--- config.mk ---
export PLATFORM = sky130hd
export DESIGN_NAME = trig_cond_top
export DESIGN_NICKNAME = d
export VERILOG_FILES = /design/src/rtl/trig_cond_pkg.sv /design/src/rtl/trig_sync.sv /design/src/rtl/trig_bank.sv /design/src/rtl/trig_cond_top.sv
export SDC_FILE = /design/constraint.sdc
export NUM_CORES = 1
export LEC_CHECK = 0
export BUFFER_PORTS_ARGS = -buffer_cell sky130_fd_sc_hd__buf_2
export CAP_MARGIN = 10
export CORE_ASPECT_RATIO = 0.5
export CORE_MARGIN = 5
export CORE_UTILIZATION = 60
export CTS_CLUSTER_DIAMETER = 100
export CTS_CLUSTER_SIZE = 40
export DETAILED_ROUTE_END_ITERATION = 6
export PLACE_DENSITY = 0.88
export SLEW_MARGIN = 25
export SYNTH_ARGS = -nofsm -noshare
export SYNTH_HDL_FRONTEND = slang
export SYNTH_SLANG_ARGS = --single-unit
--- constraint.sdc ---
create_clock -name clk -period 2.8 [get_ports clk]
set_input_delay 0.14 -clock clk [delete_from_list [all_inputs] [get_ports clk]]
set_output_delay 0.14 -clock clk [all_outputs]
set_load 0.02 [all_outputs]
--- src/rtl/trig_cond_pkg.sv ---
package trig_cond_pkg;
  localparam int REG_IDX_W = 3;
  localparam int GRP_LSB   = 5;

  typedef enum logic [REG_IDX_W-1:0] {
    RG_STATUS   = 3'd0,
    RG_LATCH    = 3'd1,
    RG_RISE     = 3'd2,
    RG_FALL     = 3'd3,
    RG_RISE_SET = 3'd4,
    RG_RISE_CLR = 3'd5,
    RG_FALL_SET = 3'd6,
    RG_FALL_CLR = 3'd7
  } reg_idx_e;
endpackage

--- src/rtl/trig_sync.sv ---
module trig_sync #(
  parameter int W      = 32,
  parameter int STAGES = 2
) (
  input  logic         clk,
  input  logic         rst_n,
  input  logic [W-1:0] d_in,
  output logic [W-1:0] d_out
);
  logic [W-1:0] stage_q [STAGES];

  for (genvar s = 0; s < STAGES; s++) begin : g_stage
    if (s == 0) begin : g_first
      always_ff @(posedge clk or negedge rst_n)
        if (!rst_n) stage_q[s] <= '0;
        else        stage_q[s] <= d_in;
    end else begin : g_next
      always_ff @(posedge clk or negedge rst_n)
        if (!rst_n) stage_q[s] <= '0;
        else        stage_q[s] <= stage_q[s-1];
    end
  end

  assign d_out = stage_q[STAGES-1];
endmodule

--- src/rtl/trig_bank.sv ---
module trig_bank
  import trig_cond_pkg::*;
#(
  parameter int W = 32
) (
  input  logic         clk,
  input  logic         rst_n,
  input  logic [W-1:0] sync_in,
  input  logic         sel,
  input  logic         reg_wr,
  input  reg_idx_e     reg_idx,
  input  logic [W-1:0] wdata,
  output logic [W-1:0] cond,
  output logic [W-1:0] rd_data
);
  logic [W-1:0] prev_q, rise_q, fall_q, latch_q;
  logic [W-1:0] edge_mode, hit, ack;
  logic [W-1:0] rise_d, fall_d, latch_d;
  logic         wr_here;

  assign wr_here   = sel && reg_wr;
  assign edge_mode = rise_q ^ fall_q;
  assign hit       = (rise_q & ~fall_q & sync_in & ~prev_q)
                   | (~rise_q & fall_q & ~sync_in & prev_q);
  assign ack       = (wr_here && reg_idx == RG_LATCH) ? wdata : '0;

  always_comb begin
    rise_d = rise_q;
    fall_d = fall_q;
    if (wr_here) begin
      unique case (reg_idx)
        RG_RISE_SET: rise_d = rise_q | wdata;
        RG_RISE_CLR: rise_d = rise_q & ~wdata;
        RG_FALL_SET: fall_d = fall_q | wdata;
        RG_FALL_CLR: fall_d = fall_q & ~wdata;
        default: ;
      endcase
    end
    latch_d = (rise_d ^ fall_d) & ((latch_q & ~ack) | hit);
  end

  always_ff @(posedge clk or negedge rst_n)
    if (!rst_n) begin
      prev_q  <= '0;
      rise_q  <= '0;
      fall_q  <= '0;
      latch_q <= '0;
    end else begin
      prev_q  <= sync_in;
      rise_q  <= rise_d;
      fall_q  <= fall_d;
      latch_q <= latch_d;
    end

  assign cond = (edge_mode & latch_q) | (~edge_mode & (sync_in ^ (rise_q & fall_q)));

  always_comb begin
    unique case (reg_idx)
      RG_STATUS: rd_data = cond;
      RG_LATCH:  rd_data = latch_q;
      RG_RISE:   rd_data = rise_q;
      RG_FALL:   rd_data = fall_q;
      default:   rd_data = '0;
    endcase
  end

  p_set_bits_r3: assert property (@(posedge clk) disable iff (!rst_n)
    (wr_here && reg_idx == RG_RISE_SET) |=> ((rise_q & $past(wdata)) == $past(wdata)));

  p_clr_bits_r4: assert property (@(posedge clk) disable iff (!rst_n)
    (wr_here && reg_idx == RG_FALL_CLR) |=> ((fall_q & $past(wdata)) == '0));

  p_edge_held_r5: assert property (@(posedge clk) disable iff (!rst_n)
    (!wr_here && |hit) |=> ((latch_q & $past(hit)) == $past(hit)));

  p_ack_clears_r9: assert property (@(posedge clk) disable iff (!rst_n)
    (|ack) |=> ((latch_q & $past(ack & ~hit)) == '0));

  p_set_wins_r10: assert property (@(posedge clk) disable iff (!rst_n)
    (|(ack & hit) && reg_idx == RG_LATCH) |=> ((latch_q & $past(ack & hit)) == $past(ack & hit)));
endmodule

--- src/rtl/trig_cond_top.sv ---
module trig_cond_top
  import trig_cond_pkg::*;
#(
  parameter int NUM_LINES = 64,
  parameter int GROUP_W   = 32,
  parameter int ADDR_W    = 7
) (
  input  logic                 clk,
  input  logic                 rst_n,
  input  logic [NUM_LINES-1:0] irq_in,
  input  logic [ADDR_W-1:0]    reg_addr,
  input  logic                 reg_wr,
  input  logic [GROUP_W-1:0]   reg_wdata,
  output logic [GROUP_W-1:0]   reg_rdata,
  output logic [NUM_LINES-1:0] cond_out
);
  localparam int NUM_GROUPS = NUM_LINES / GROUP_W;
  localparam int GSEL_W     = ADDR_W - GRP_LSB;

  logic [NUM_LINES-1:0] sync_lines;
  logic [GSEL_W-1:0]    grp;
  reg_idx_e             idx;
  logic [GROUP_W-1:0]   grp_rd [NUM_GROUPS];

  assign grp = reg_addr[ADDR_W-1:GRP_LSB];
  assign idx = reg_idx_e'(reg_addr[GRP_LSB-1:2]);

  trig_sync #(.W(NUM_LINES), .STAGES(2)) u_sync (
    .clk(clk), .rst_n(rst_n), .d_in(irq_in), .d_out(sync_lines)
  );

  for (genvar g = 0; g < NUM_GROUPS; g++) begin : g_bank
    trig_bank #(.W(GROUP_W)) u_bank (
      .clk     (clk),
      .rst_n   (rst_n),
      .sync_in (sync_lines[g*GROUP_W +: GROUP_W]),
      .sel     (grp == GSEL_W'(g)),
      .reg_wr  (reg_wr),
      .reg_idx (idx),
      .wdata   (reg_wdata),
      .cond    (cond_out[g*GROUP_W +: GROUP_W]),
      .rd_data (grp_rd[g])
    );
  end

  always_comb begin
    reg_rdata = '0;
    for (int g = 0; g < NUM_GROUPS; g++)
      if (grp == GSEL_W'(g)) reg_rdata = grp_rd[g];
  end

  p_status_port_r12: assert property (@(posedge clk) disable iff (!rst_n)
    (idx == RG_STATUS && grp == '0) |-> (reg_rdata == cond_out[GROUP_W-1:0]));
endmodule

======== Word-level counts from Yosys, hierarchy flattened ========
Cells that the tools add are included.
operators by class
  bitwise logic cells ..................... 55
  muxes and demuxes ....................... 14
  eq/ne operators ......................... 8
  reduce and logical (&&, ||, !) cells .... 6
operators by type and width
  kind                                           number
  bitwise AND 32 bit                             26
  inverter 32 bit                                13
  bitwise OR 32 bit                              10
  2-to-1 mux 32 bit                              8
  one-hot mux 32 bit (2 select lines)            4
  one-hot mux 32 bit (4 select lines)            2
  XOR 32 bit                                     6
  == test 3 bit, second input constant           4
  == test 3 x 2 -> 1 bit, second input constant  2
  logical AND 1 bit                              4
  == test 3 x 1 -> 1 bit, second input constant  1
  logical NOT 3 bit                              1
  == test 2 x 1 -> 1 bit, second input constant  1
  logical NOT 2 bit                              1
storage, ports and cells
  register bits after elaboration ......... 384

======== Depth between registers and ports, before layout ========
Gate-level depths: netlist (run 1).
  depth in word-level cells ............... 8
  gate-level depth with buffers ........... 7

======== Modules after synthesis ========
From an unflattened synthesis (run 1), not the netlist that was laid out.
second synthesis, totals
  cell total of the unflattened synthesis .. 2182
  area total of the unflattened synthesis .. 22614.2 um^2
modules (own cells, without submodules)
  module         cells each  area an instance (um^2)  times used
  trig_bank      958         9195.1                   2
  trig_sync      192         3683.5                   1
  trig_cond_top  74          540.5                    1

======== Least setup slack after synthesis (run 1) ========
No wires, ideal clock.
  path kind ............................... register -> output
  from .................................... reg g_bank[0].u_bank.fall_q[6]
  to ...................................... out reg_rdata[6]
  cell stages (with the launch flop) ...... 6
  setup slack ............................. 0.961 ns
  arrival ................................. 1.699 ns
  buffers on the path ..................... 0
  cells stage by stage .................... dfrtp_1 > ha_1 > xnor2_1 > a21oi_1 > a222oi_1 > o22ai_1
on the way
  word-level cells in the longest chain between the ends .. 7
  elaborated cells on any way between the ends .. 10
  those cells by class .................... mux: 3; bitwise: 7
ends and longest elaborated chain
  element                                                  RTL line                          RTL
  start, declared                                          trig_bank.sv:16                   logic [W-1:0] prev_q, rise_q, fall_q, latch_q;
  start signal, assigned                                   trig_bank.sv:51                   fall_q <= fall_d;
  bitwise AND 32 bit / XOR 32 bit (equally long branches)  trig_bank.sv:55, trig_bank.sv:22
  XOR 32 bit / inverter 32 bit (equally long branches)     trig_bank.sv:55                   assign cond = (edge_mode & latch_q) | (~edge_mode & (sync_in ^ (rise_q & fall_q)));
  bitwise AND 32 bit                                       trig_bank.sv:55
  bitwise OR 32 bit (*)                                    trig_bank.sv:55
  named net cond_out[6]                                    trig_cond_top.sv:15               output logic [NUM_LINES-1:0] cond_out
  one-hot mux 32 bit (4 select lines) (*)                  trig_bank.sv:58                   unique case (reg_idx)
  2-to-1 mux 32 bit (*) (2 in a row)                       trig_cond_top.sv:49               if (grp == GSEL_W'(g)) reg_rdata = grp_rd[g];
  end, declared                                            trig_cond_top.sv:14               output logic [GROUP_W-1:0] reg_rdata,
Mark *: on every way through the listed nets, which the timed path passes. The rest lies on a longest branch.

======== Worst setup path after layout (run 1) ========
  from .................................... reg g_bank[1].u_bank.fall_q[10]
  to ...................................... out reg_rdata[10]
on the way
  word-level cells in the longest chain between the ends .. 6
  elaborated cells on any way between the ends .. 9
  those cells by class .................... mux: 2; bitwise: 7
ends and longest elaborated chain
  element                                                  RTL line
  start, declared                                          trig_bank.sv:16
  start signal, assigned                                   trig_bank.sv:51
  bitwise AND 32 bit / XOR 32 bit (equally long branches)  trig_bank.sv:55, trig_bank.sv:22
  XOR 32 bit / inverter 32 bit (equally long branches)     trig_bank.sv:55
  bitwise AND 32 bit                                       trig_bank.sv:55
  bitwise OR 32 bit                                        trig_bank.sv:55
  one-hot mux 32 bit (4 select lines) (*)                  trig_bank.sv:58
  2-to-1 mux 32 bit (*)                                    trig_cond_top.sv:49
Every way passes the cells marked *; elsewhere a longest branch is shown, timed or not.

==> impl_metrics.yaml, run 1 <==
routing:
  dr_total_vias: 18600
  wire_per_inst_um: 20.6
  ant_nets: 0
  finalWirelength_um: 59200
  drt-vias-per-instance: 6.46
  drcViolationCount: 3
  drt_first_pass_iters: 7
  drtIter0Drc: 2347
clock_tree:
  ctsRootBufferMaster: "clkbuf_16"
  insertion_delay_ps: 540
  cts.path.max_buffers: 3
  cts_tree: "yes"
  h-tree-depth: 1
  clock-sinks: 384
  clk_pin_slew_ps: 150
  cts_buffers: 13
floorplan:
  die_x_um: 275
  start_util_pct: 61.0
  rows: 48
  pin_count: 202
  die_height_um: 142
  die_area_um2: 39200
  core_area_um2: 34500
sta:
  max_clock_freq_mhz: 366
  min_period_ps: 2730
  finalMaxSlewViolations: 0
  worst_slack_ps: 70.4
  hold_viol_final: 0
  hold-worst-slack_ps: 30.1
  skew_ps: 28.7
  setup-violations-final: 0
  relSlewSlack_pct: 45.7
  fin_crit_sh_pct: 97.5
  worst_pin_slew_ps: 815
critical_path:
  crit_fanout: 5
  startpoint_type: "flip-flop"
  end_kind: "output port"
  crit_type: "flip-flop to output port"
  r2r-end: "g_bank[0].u_bank.latch_q[2]$_DFF_PN0_"
  arrival_ps: 2590
  cp.required_ps: 2660
  rrSetupSlack_ps: 1470
  worst_r2r_path_depth: 6
  r2r_start: "g_bank[0].u_bank.fall_q[2]$_DFF_PN0_"
logic_synthesis:
  seq_area_frac_synth_pct: 45.6
  synth.avg_cell_area_um2: 9.62
  synth.top_cells.by_area: "dfrtp_1 46%, ha_1 11%, a21oi_1 4.6%"
  async_flop_share_pct: 100
  yosys_warnings: 0
  synthesis.nets: 2487
  synth_area_leader_cell: "dfrtp_1"
  syn_area_um2: 21100
  ys_types: 38
  yosys_most_used_dff: "dfrtp_1"
  synthCells: 2189
  synth.ff_latch_count: 384
  synth_edf_count: 0
  synth_top_cell_area_share_pct: 45.6
power_and_ir_drop:
  p_seq_share_pct: 44.4
  vdd.ir_drop.worst_v: 0.000492
  p_sw_share_pct: 40.5
  p_per_area_nw_per_um2: 688
  power_switching_mw: 6.61
  p_int_mw: 9.72
  clockPowerShare_pct: 15.8
  combPwrFrac_pct: 39.7
  p_leak_nw: 11.1
run:
  max_cap_viol_count: 0
hold_path:
  holdPathStages: 3
  min_to: "g_bank[0].u_bank.rise_q[3]$_DFF_PN0_"
  hold_path.class: "input pin to flip-flop"
  hold_start: "reg_wdata[3]"
global_routing:
  grt_pass1_vias: 18000
  grt_pass1_wl_um: 92900
  grt_max_degree: 92
  gr-total-overflow: 0
  antenna_found_initial: 7
  grt_util_all_layers_pct: 29.3
cells_and_area:
  final_common_cell: "dfrtp_1"
  drive_above_1_share_pct: 11.3
  synthToLayoutAreaGrowth_pct: 12.7
  num-nets-final: 2690
  mostFrequentLayoutCells: "382 x dfrtp_1, 195 x buf_2, 192 x a21oi_1"
placed_design:
  gp_congestion: 0.938
  place_ws_ps: 674
  port-buffer-count: 199
  dp_hpwl_um: 39300
status:
  status: "complete, but fails checks"
  violations: "DRC"
how the worst max path moves through the flow:
stage / to / slack (ps) / cells after the start / startpoint
2_1_floorplan: reg_rdata[6] / 960 / 5 / g_bank[0].u_bank.fall_q[6]$_DFF_PN0_
3_3_place_gp: reg_rdata[20] / 710 / 6 / reg_addr[2]
3_5_place_dp: g_bank[0].u_bank.latch_q[14]$_DFF_PN0_ / 670 / 6 / reg_addr[5]
4_1_cts: reg_rdata[20] / 100 / 6 / g_bank[1].u_bank.fall_q[20]$_DFF_PN0_
5_1_grt: reg_rdata[17] / -10 / 6 / g_bank[0].u_bank.fall_q[17]$_DFF_PN0_
6_report: reg_rdata[10] / 70 / 7 / g_bank[1].u_bank.fall_q[10]$_DFF_PN0_
stage by stage:
step / instance area [µm²] / setup TNS, ps / power, mW / util [%] / std cells
after CTS: 23700 / 0 / 16.2 / 68.6 / 2864
after floorplan: 21100 / 0 / 11.4 / - / 2189
after global placement: 22700 / 0 / 13.3 / 65.6 / 2782
after global routing: 23700 / -11.3 / 17.3 / 68.7 / 2872
after detailed placement: 22700 / 0 / 13.6 / 65.6 / 2782
final: 23700 / 0 / 16.3 / 68.7 / 2872
repair_timing:
item                                    4_1_cts  5_1_grt
gates resized for setup                       0        6
endpoints found under the setup margin        0        6
hold buffers                                 68        0
buffers inserted                              0        2
endpoints found under the hold margin       141        0
power by group through the flow:
stage / registers [mW] / clock network [mW] / logic (mW)
after floorplan: 7.10 / 0 / 4.30
after global placement: 7.29 / 0 / 6.00
after detailed placement: 7.34 / 0 / 6.25
after CTS: 7.22 / 2.62 / 6.37
after global routing: 7.38 / 2.79 / 7.14
final: 7.26 / 2.58 / 6.49
cells in the mapped netlist, types with 2 or more instances:
| library cell | instances |
|---|---|
| and3_1 | 93 |
| dfrtp_1 | 384 |
| nand4_1 | 64 |
| and4_1 | 61 |
| or3_1 | 5 |
| nor3_1 | 63 |
| a21oi_1 | 192 |
| o21ai_0 | 120 |
| nor2b_1 | 2 |
| o22a_1 | 61 |
| clkbuf_1 | 90 |
| inv_1 | 128 |
| ha_1 | 192 |
| a31oi_1 | 61 |
| buf_4 | 10 |
| buf_6 | 3 |
| o22ai_1 | 44 |
| nor4_1 | 61 |
| buf_1 | 5 |
| a222oi_1 | 64 |
| buf_2 | 16 |
| a221oi_1 | 2 |
| xnor2_1 | 64 |
| nor2_1 | 190 |
| nand2_1 | 145 |
| nand3b_1 | 57 |
state kept, by name, summed over array words and instances, names as in the netlist:
register	count
g_bank.u_bank.fall_q	64
g_bank.u_bank.latch_q	64
g_bank.u_bank.prev_q	64
g_bank.u_bank.rise_q	64
u_sync.d_out	64
u_sync.stage_q	64
per-layer routing:
layer	share of wire (%)	track usage (%)	vias up
met4	3.9	11.6	0
li1	-	-	8412
met2	45	45.3	1035
met3	13	8.54	189
met1	38	39.4	8928
met5	0	0	-
logic make-up (layout without fill, tap and decap cells):
family / after synthesis / after routing / synth area share [%]
AO/OA/AOI/OAI: 548 / 548 / 16.4
XOR/XNOR: 64 / 64 / 2.66
adder cells (fa/ha/maj): 192 / 192 / 11.4
buffers and inverters: 252 / 454 / 4.87
flip-flops: 384 / 384 / 45.6
other: 0 / 6 / 0
AND/OR/NAND/NOR: 749 / 749 / 19.0
area by class of cell:
| class | count | area [µm²] |
|---|---|---|
| diodes | 6 | 15.0 |
| repair buffers | 312 | 2230 |
| inverters | 128 | 480 |
| clock buffers | 13 | 325 |
| well taps | 475 | 594 |
| multi-input cells | 1553 | 10500 |
| flip-flops and latches | 384 | 9610 |
| fillers | 2464 | 10800 |
| clock inverters | 1 | 16.3 |
critical path: stages, from the launching register on:
cell and delay [ps]:
dfrtp_1 440, inv_1 60, ha_1 310, nor2_1 90, a21oi_1 60, a222oi_1 640
o22ai_1 220, buf_2 220
(Power assumes the default switching activity.)
==> run 2, diff against run 1 <==
--- a/config.mk
+++ b/config.mk
@@ -9,11 +9,11 @@
 export CAP_MARGIN = 10
 export CORE_ASPECT_RATIO = 0.5
 export CORE_MARGIN = 5
-export CORE_UTILIZATION = 60
+export CORE_UTILIZATION = 57
 export CTS_CLUSTER_DIAMETER = 100
 export CTS_CLUSTER_SIZE = 40
 export DETAILED_ROUTE_END_ITERATION = 6
-export PLACE_DENSITY = 0.88
+export PLACE_DENSITY = 0.84
 export SLEW_MARGIN = 25
 export SYNTH_ARGS = -nofsm -noshare
 export SYNTH_HDL_FRONTEND = slang
==> run 2 against run 1 <==
  * Sequential cell count did not move
  * Core utilization shrank 2.9 points
  * Global-route usage is 1.2 points lower
  * Worst hold slack lost 7.1 ps
  * Combinational power hardly changed
  * The flow still finishes with violations (DRC)
==> impl_metrics.yaml, run 2 (synthesis results as in run 1) <==
cells_and_area:
  final_area_um2: 23800
  regArea_um2: 9610
  num-nets-final: 2698
  synthToLayoutAreaGrowth_pct: 13.0
  multiInputGateArea_um2: 10500
  fin_cells: 2888
  drive_above_1_share_pct: 11.4
  final_common_cell: "dfrtp_1"
  fillerInstances: 2817
  mostFrequentLayoutCells: "384 x dfrtp_1, 196 x buf_2, 192 x a21oi_1"
routing:
  wl_met2_um: 26300
  drt-met1-wl_um: 24000
  dr_total_vias: 18200
  routed.top_layer: "met4"
  drtIter0Drc: 2353
  drcViolationCount: 12
  drt_first_pass_iters: 7
  finalWirelength_um: 59100
  wire_per_inst_um: 20.5
  drt-vias-per-instance: 6.31
  route.met3.wl_um: 6760
  ant_nets: 0
sta:
  rsz0062_at_grt: "no"
  finalMaxSlewViolations: 0
  fin_crit_sh_pct: 98.7
  hold_viol_final: 0
  worst_pin_slew_ps: 801
  setup-violations-final: 0
  hold-worst-slack_ps: 23.0
  relSlewSlack_pct: 46.6
  worst_slack_ps: 35.4
  min_period_ps: 2760
  setup_tns_ps: 0
  max_clock_freq_mhz: 362
  skew_ps: 27.2
floorplan:
  pin_count: 202
  die_area_um2: 41100
  die_x_um: 282
  rows: 49
  start_util_pct: 58.2
  die_height_um: 146
  core_area_um2: 36200
clock_tree:
  clock-sinks: 384
  ctsRootBufferMaster: "clkbuf_16"
  cts.path.max_buffers: 3
  clk_pin_slew_ps: 150
  h-tree-depth: 1
  cts_buffers: 13
  cts_tree: "yes"
  insertion_delay_ps: 550
critical_path:
  startpoint_type: "flip-flop"
  crit_fanout: 5
  arrival_ps: 2620
  end_kind: "output port"
  crit_type: "flip-flop to output port"
  cp.required_ps: 2660
  worst_r2r_path_depth: 6
global_routing:
  antenna_found_initial: 5
  grt_pass1_vias: 17500
  grt_util_all_layers_pct: 28.0
  gr-total-overflow: 0
  grt_pass1_wl_um: 93800
  grt_max_degree: 94
placed_design:
  gp_congestion: 0.924
  placed_area_um2: 22700
  place_ws_ps: 697
  port-buffer-count: 199
  dp_cells: 2798
  dp_hpwl_um: 40600
hold_path:
  hold_path.class: "input pin to flip-flop"
  holdPathStages: 3
power_and_ir_drop:
  p_leak_nw: 11.1
  vdd.ir_drop.worst_v: 0.000435
  p_per_area_nw_per_um2: 686
status:
  status: "complete, but fails checks"
  violations: "DRC"
run:
  max_cap_viol_count: 0
-- run 2: cell count changes in the layout (fill, tap and decap cells not counted), sizes merged --
cell	change
buf	+8
diode	-1
-- run 2: worst paths after layout --
kind | start | end | slack (ps)
worst min-delay path | reg_wdata[3] | g_bank[0].u_bank.fall_q[3]$_DFF_PN0_ | 20
worst min register to register | u_sync.stage_q[110]$_DFF_PN0_ | u_sync.d_out[46]$_DFF_PN0_ | 340
max in group asynchronous | rst_n | g_bank[0].u_bank.rise_q[30]$_DFF_PN0_ | 1780
worst max-delay path | g_bank[0].u_bank.fall_q[20]$_DFF_PN0_ | reg_rdata[20] | 40
worst max register to register | g_bank[0].u_bank.rise_q[2]$_DFF_PN0_ | g_bank[0].u_bank.latch_q[2]$_DFF_PN0_ | 1470
min in group asynchronous | rst_n | u_sync.stage_q[118]$_DFF_PN0_ | 200
-- run 2: final cells by class --
| class | instances | area share [%] |
|---|---|---|
| clock inverters | 1 | 0.0684 |
| diodes | 5 | 0.0526 |
| clock buffers | 13 | 1.37 |
| multi-input cells | 1553 | 44.0 |
| well taps | 484 | 2.55 |
| repair buffers | 320 | 9.60 |
| inverters | 128 | 2.02 |
| flip-flops and latches | 384 | 40.4 |
-- run 2: per-stage QoR --
stage	power [mW]	util, %
global placement	13.3	62.8
CTS	16.3	65.6
detailed placement	13.6	62.8
finish	16.3	65.8
floorplan	11.4	-
global route	17.4	65.8
-- run 2: report_power, final --
group	switching, mW	total [mW]	internal, mW
sequential	0.880	7.25	6.37
clock	1.71	2.58	0.869
combinational	4.02	6.50	2.48
-- run 2: what timing repair did --
action                     4_1_cts  5_1_grt
resized for setup                0        2
setup endpoints to repair        0        5
hold endpoints to repair       143        0
hold buffers                    68        0
buffers inserted                 0        3
-- run 2: worst max-delay path, stage by stage (launching register included) --
cell      delay, ps
dfrtp_1         440
inv_1            70
ha_1            310
nor2_1           90
a21oi_1          50
a222oi_1        680
o22ai_1         210
buf_2           220
-- run 2: per-layer routing --
layer  track usage, %  up-vias
met1             39.3     8801
met2             42.4      867
met5                0        -
li1                 -     8421
met4             9.46        0
met3             7.90      133
==> run 3, diff against run 2 <==
--- a/config.mk
+++ b/config.mk
@@ -9,11 +9,11 @@
 export CAP_MARGIN = 10
 export CORE_ASPECT_RATIO = 0.5
 export CORE_MARGIN = 5
-export CORE_UTILIZATION = 57
+export CORE_UTILIZATION = 50
 export CTS_CLUSTER_DIAMETER = 100
 export CTS_CLUSTER_SIZE = 40
 export DETAILED_ROUTE_END_ITERATION = 6
-export PLACE_DENSITY = 0.84
+export PLACE_DENSITY = 0.76
 export SLEW_MARGIN = 25
 export SYNTH_ARGS = -nofsm -noshare
 export SYNTH_HDL_FRONTEND = slang
==> run 3 against run 2 <==
  * The flow now finishes without violations
  * Via count fell by 1.3%
  * Die area rose by 13%
  * Sequential power barely moved
  * Largest cell class unchanged
==> impl_metrics.yaml, run 3 (synthesis results as in run 1) <==
routing:
  drcViolationCount: 0
  drtIter0Drc: 1947
  ant_nets: 0
  dr_total_vias: 18000
  drt-vias-per-instance: 6.11
  drt_first_pass_iters: 6
  wire_per_inst_um: 19.9
  finalWirelength_um: 58600
hold_path:
  hold_path.class: "input pin to flip-flop"
  holdPathStages: 3
critical_path:
  crit_buf_inv: 2
  slowest_stage: "a222oi_1"
  end_kind: "output port"
  worst_r2r_path_depth: 6
  arrival_ps: 2610
  path_delay_family: "compound AO/OA/AOI/OAI gates"
  cp.required_ps: 2660
  startpoint_type: "flip-flop"
  path_cells: "inv_2 -> ha_4 -> nor2_1 -> a21oi_2 -> a222oi_1 -> o22ai_1 -> buf_4"
  cp_num_cells: 7
  cpPeakStageDelay_ps: 700
  crit_fanout: 5
  crit_type: "flip-flop to output port"
power_and_ir_drop:
  p_int_mw: 9.71
  p_sw_share_pct: 40.2
  vdd.ir_drop.worst_v: 0.000433
  p_per_area_nw_per_um2: 682
  p_leak_nw: 11.1
  power_switching_mw: 6.54
  clockPowerShare_pct: 15.8
  p_seq_share_pct: 44.6
  combPwrFrac_pct: 39.6
cells_and_area:
  synthToLayoutAreaGrowth_pct: 13.2
  num-nets-final: 2686
  fillerInstances: 3584
  mostFrequentLayoutCells: "383 x dfrtp_1, 195 x buf_2, 190 x a21oi_1, 190 x ha_1, 188 x nor2_1"
  final_common_cell: "dfrtp_1"
  drive_above_1_share_pct: 11.4
sta:
  fin_crit_sh_pct: 98.1
  setup_tns_ps: 0
  skew_ps: 28.0
  setup-violations-final: 0
  finalMaxSlewViolations: 0
  max_clock_freq_mhz: 364
  relSlewSlack_pct: 44.9
  worst_pin_slew_ps: 827
  hold_viol_final: 0
  min_period_ps: 2750
  worst_slack_ps: 51.8
  rsz0062_at_grt: "no"
clock_tree:
  post_cts_buffers: 0
  cts_buffers: 13
  cts_tree: "yes"
  clk_pin_slew_ps: 140
  ctsRootBufferMaster: "clkbuf_16"
  clock-sinks: 384
  cts.path.max_buffers: 3
  h-tree-depth: 1
  insertion_delay_ps: 540
floorplan:
  die_height_um: 155
  rows: 53
  die_area_um2: 46600
  die_x_um: 300
  pin_count: 202
  core_area_um2: 41800
  start_util_pct: 50.4
global_routing:
  grt_max_degree: 94
  gr-total-overflow: 0
  grt_util_all_layers_pct: 24.2
  grt_pass1_vias: 16900
  grt_pass1_wl_um: 91500
  antenna_found_initial: 6
status:
  status: "finished, final reports clean"
run:
  max_cap_viol_count: 0
placed_design:
  gp_congestion: 0.896
  dp_hpwl_um: 40100
  port-buffer-count: 199
  place_ws_ps: 595
[run 3: cell type report]
class,count,area (µm²),area share (%)
Inverter,128,480,2.02
Clock buffer,13,325,1.37
Tap cell,550,688,2.89
Multi-Input combinational cell,1553,10500,44.0
Antenna cell,6,15.0,0.0630
Sequential cell,384,9610,40.3
Timing Repair Buffer,308,2200,9.24
Clock inverter,2,17.5,0.0735
[run 3: through the flow]
step	power, mW	std cells	hold slack, ps	area (µm²)	utilization, %
floorplan	11.4	2189	-156	21100	-
global placement	13.4	2858	163	22800	54.5
detailed placement	13.6	2858	165	22800	54.5
CTS	16.2	2938	3.26	23800	56.9
global route	17.3	2944	47.7	23800	57.0
finish	16.2	2944	35.0	23800	57.0
[run 3: timing repair]
| action | in CTS | in global routing |
|---|---|---|
| endpoints found under the hold margin | 127 | 0 |
| gates resized for setup | 0 | 11 |
| hold buffers | 65 | 0 |
| endpoints found under the setup margin | 0 | 4 |
[run 3: power groups by stage]
stage	combinational, mW	clock, mW	sequential [mW]
CTS	6.36	2.62	7.23
global route	7.11	2.81	7.38
detailed placement	6.25	0	7.34
floorplan	4.30	0	7.10
finish	6.43	2.57	7.25
global placement	6.07	0	7.30
[run 3: layer usage]
| metal | GRT usage [%] | up-vias | part of all wire (%) |
|---|---|---|---|
| met1 | 34.6 | 8697 | 42 |
| met2 | 38.0 | 795 | 45 |
| met5 | 0 | - | 0 |
| met4 | 7.87 | 0 | 3.2 |
| li1 | - | 8390 | - |
| met3 | 4.17 | 111 | 9.5 |
[run 3: worst paths after layout]
| path | from | endpoint | slack [ps] |
|---|---|---|---|
| max | g_bank[0].u_bank.fall_q[13]$_DFF_PN0_ | reg_rdata[13] | 50 |
| min | reg_wdata[31] | g_bank[0].u_bank.fall_q[31]$_DFF_PN0_ | 30 |
| max reg2reg | g_bank[1].u_bank.fall_q[26]$_DFF_PN0_ | g_bank[1].u_bank.latch_q[26]$_DFF_PN0_ | 1510 |
| min reg2reg | u_sync.stage_q[90]$_DFF_PN0_ | u_sync.d_out[26]$_DFF_PN0_ | 330 |
| max in group asynchronous | rst_n | g_bank[0].u_bank.latch_q[16]$_DFF_PN0_ | 1750 |
| min in group asynchronous | rst_n | u_sync.stage_q[118]$_DFF_PN0_ | 160 |
[run 3: worst reg2reg max path: cells and delay by family (launching register included)]
kind,cells,cell delay [ps]
buf+inv,1,80
fa+ha+maj,1,140
compound gates,2,300
simple gates,2,240
flops,1,460
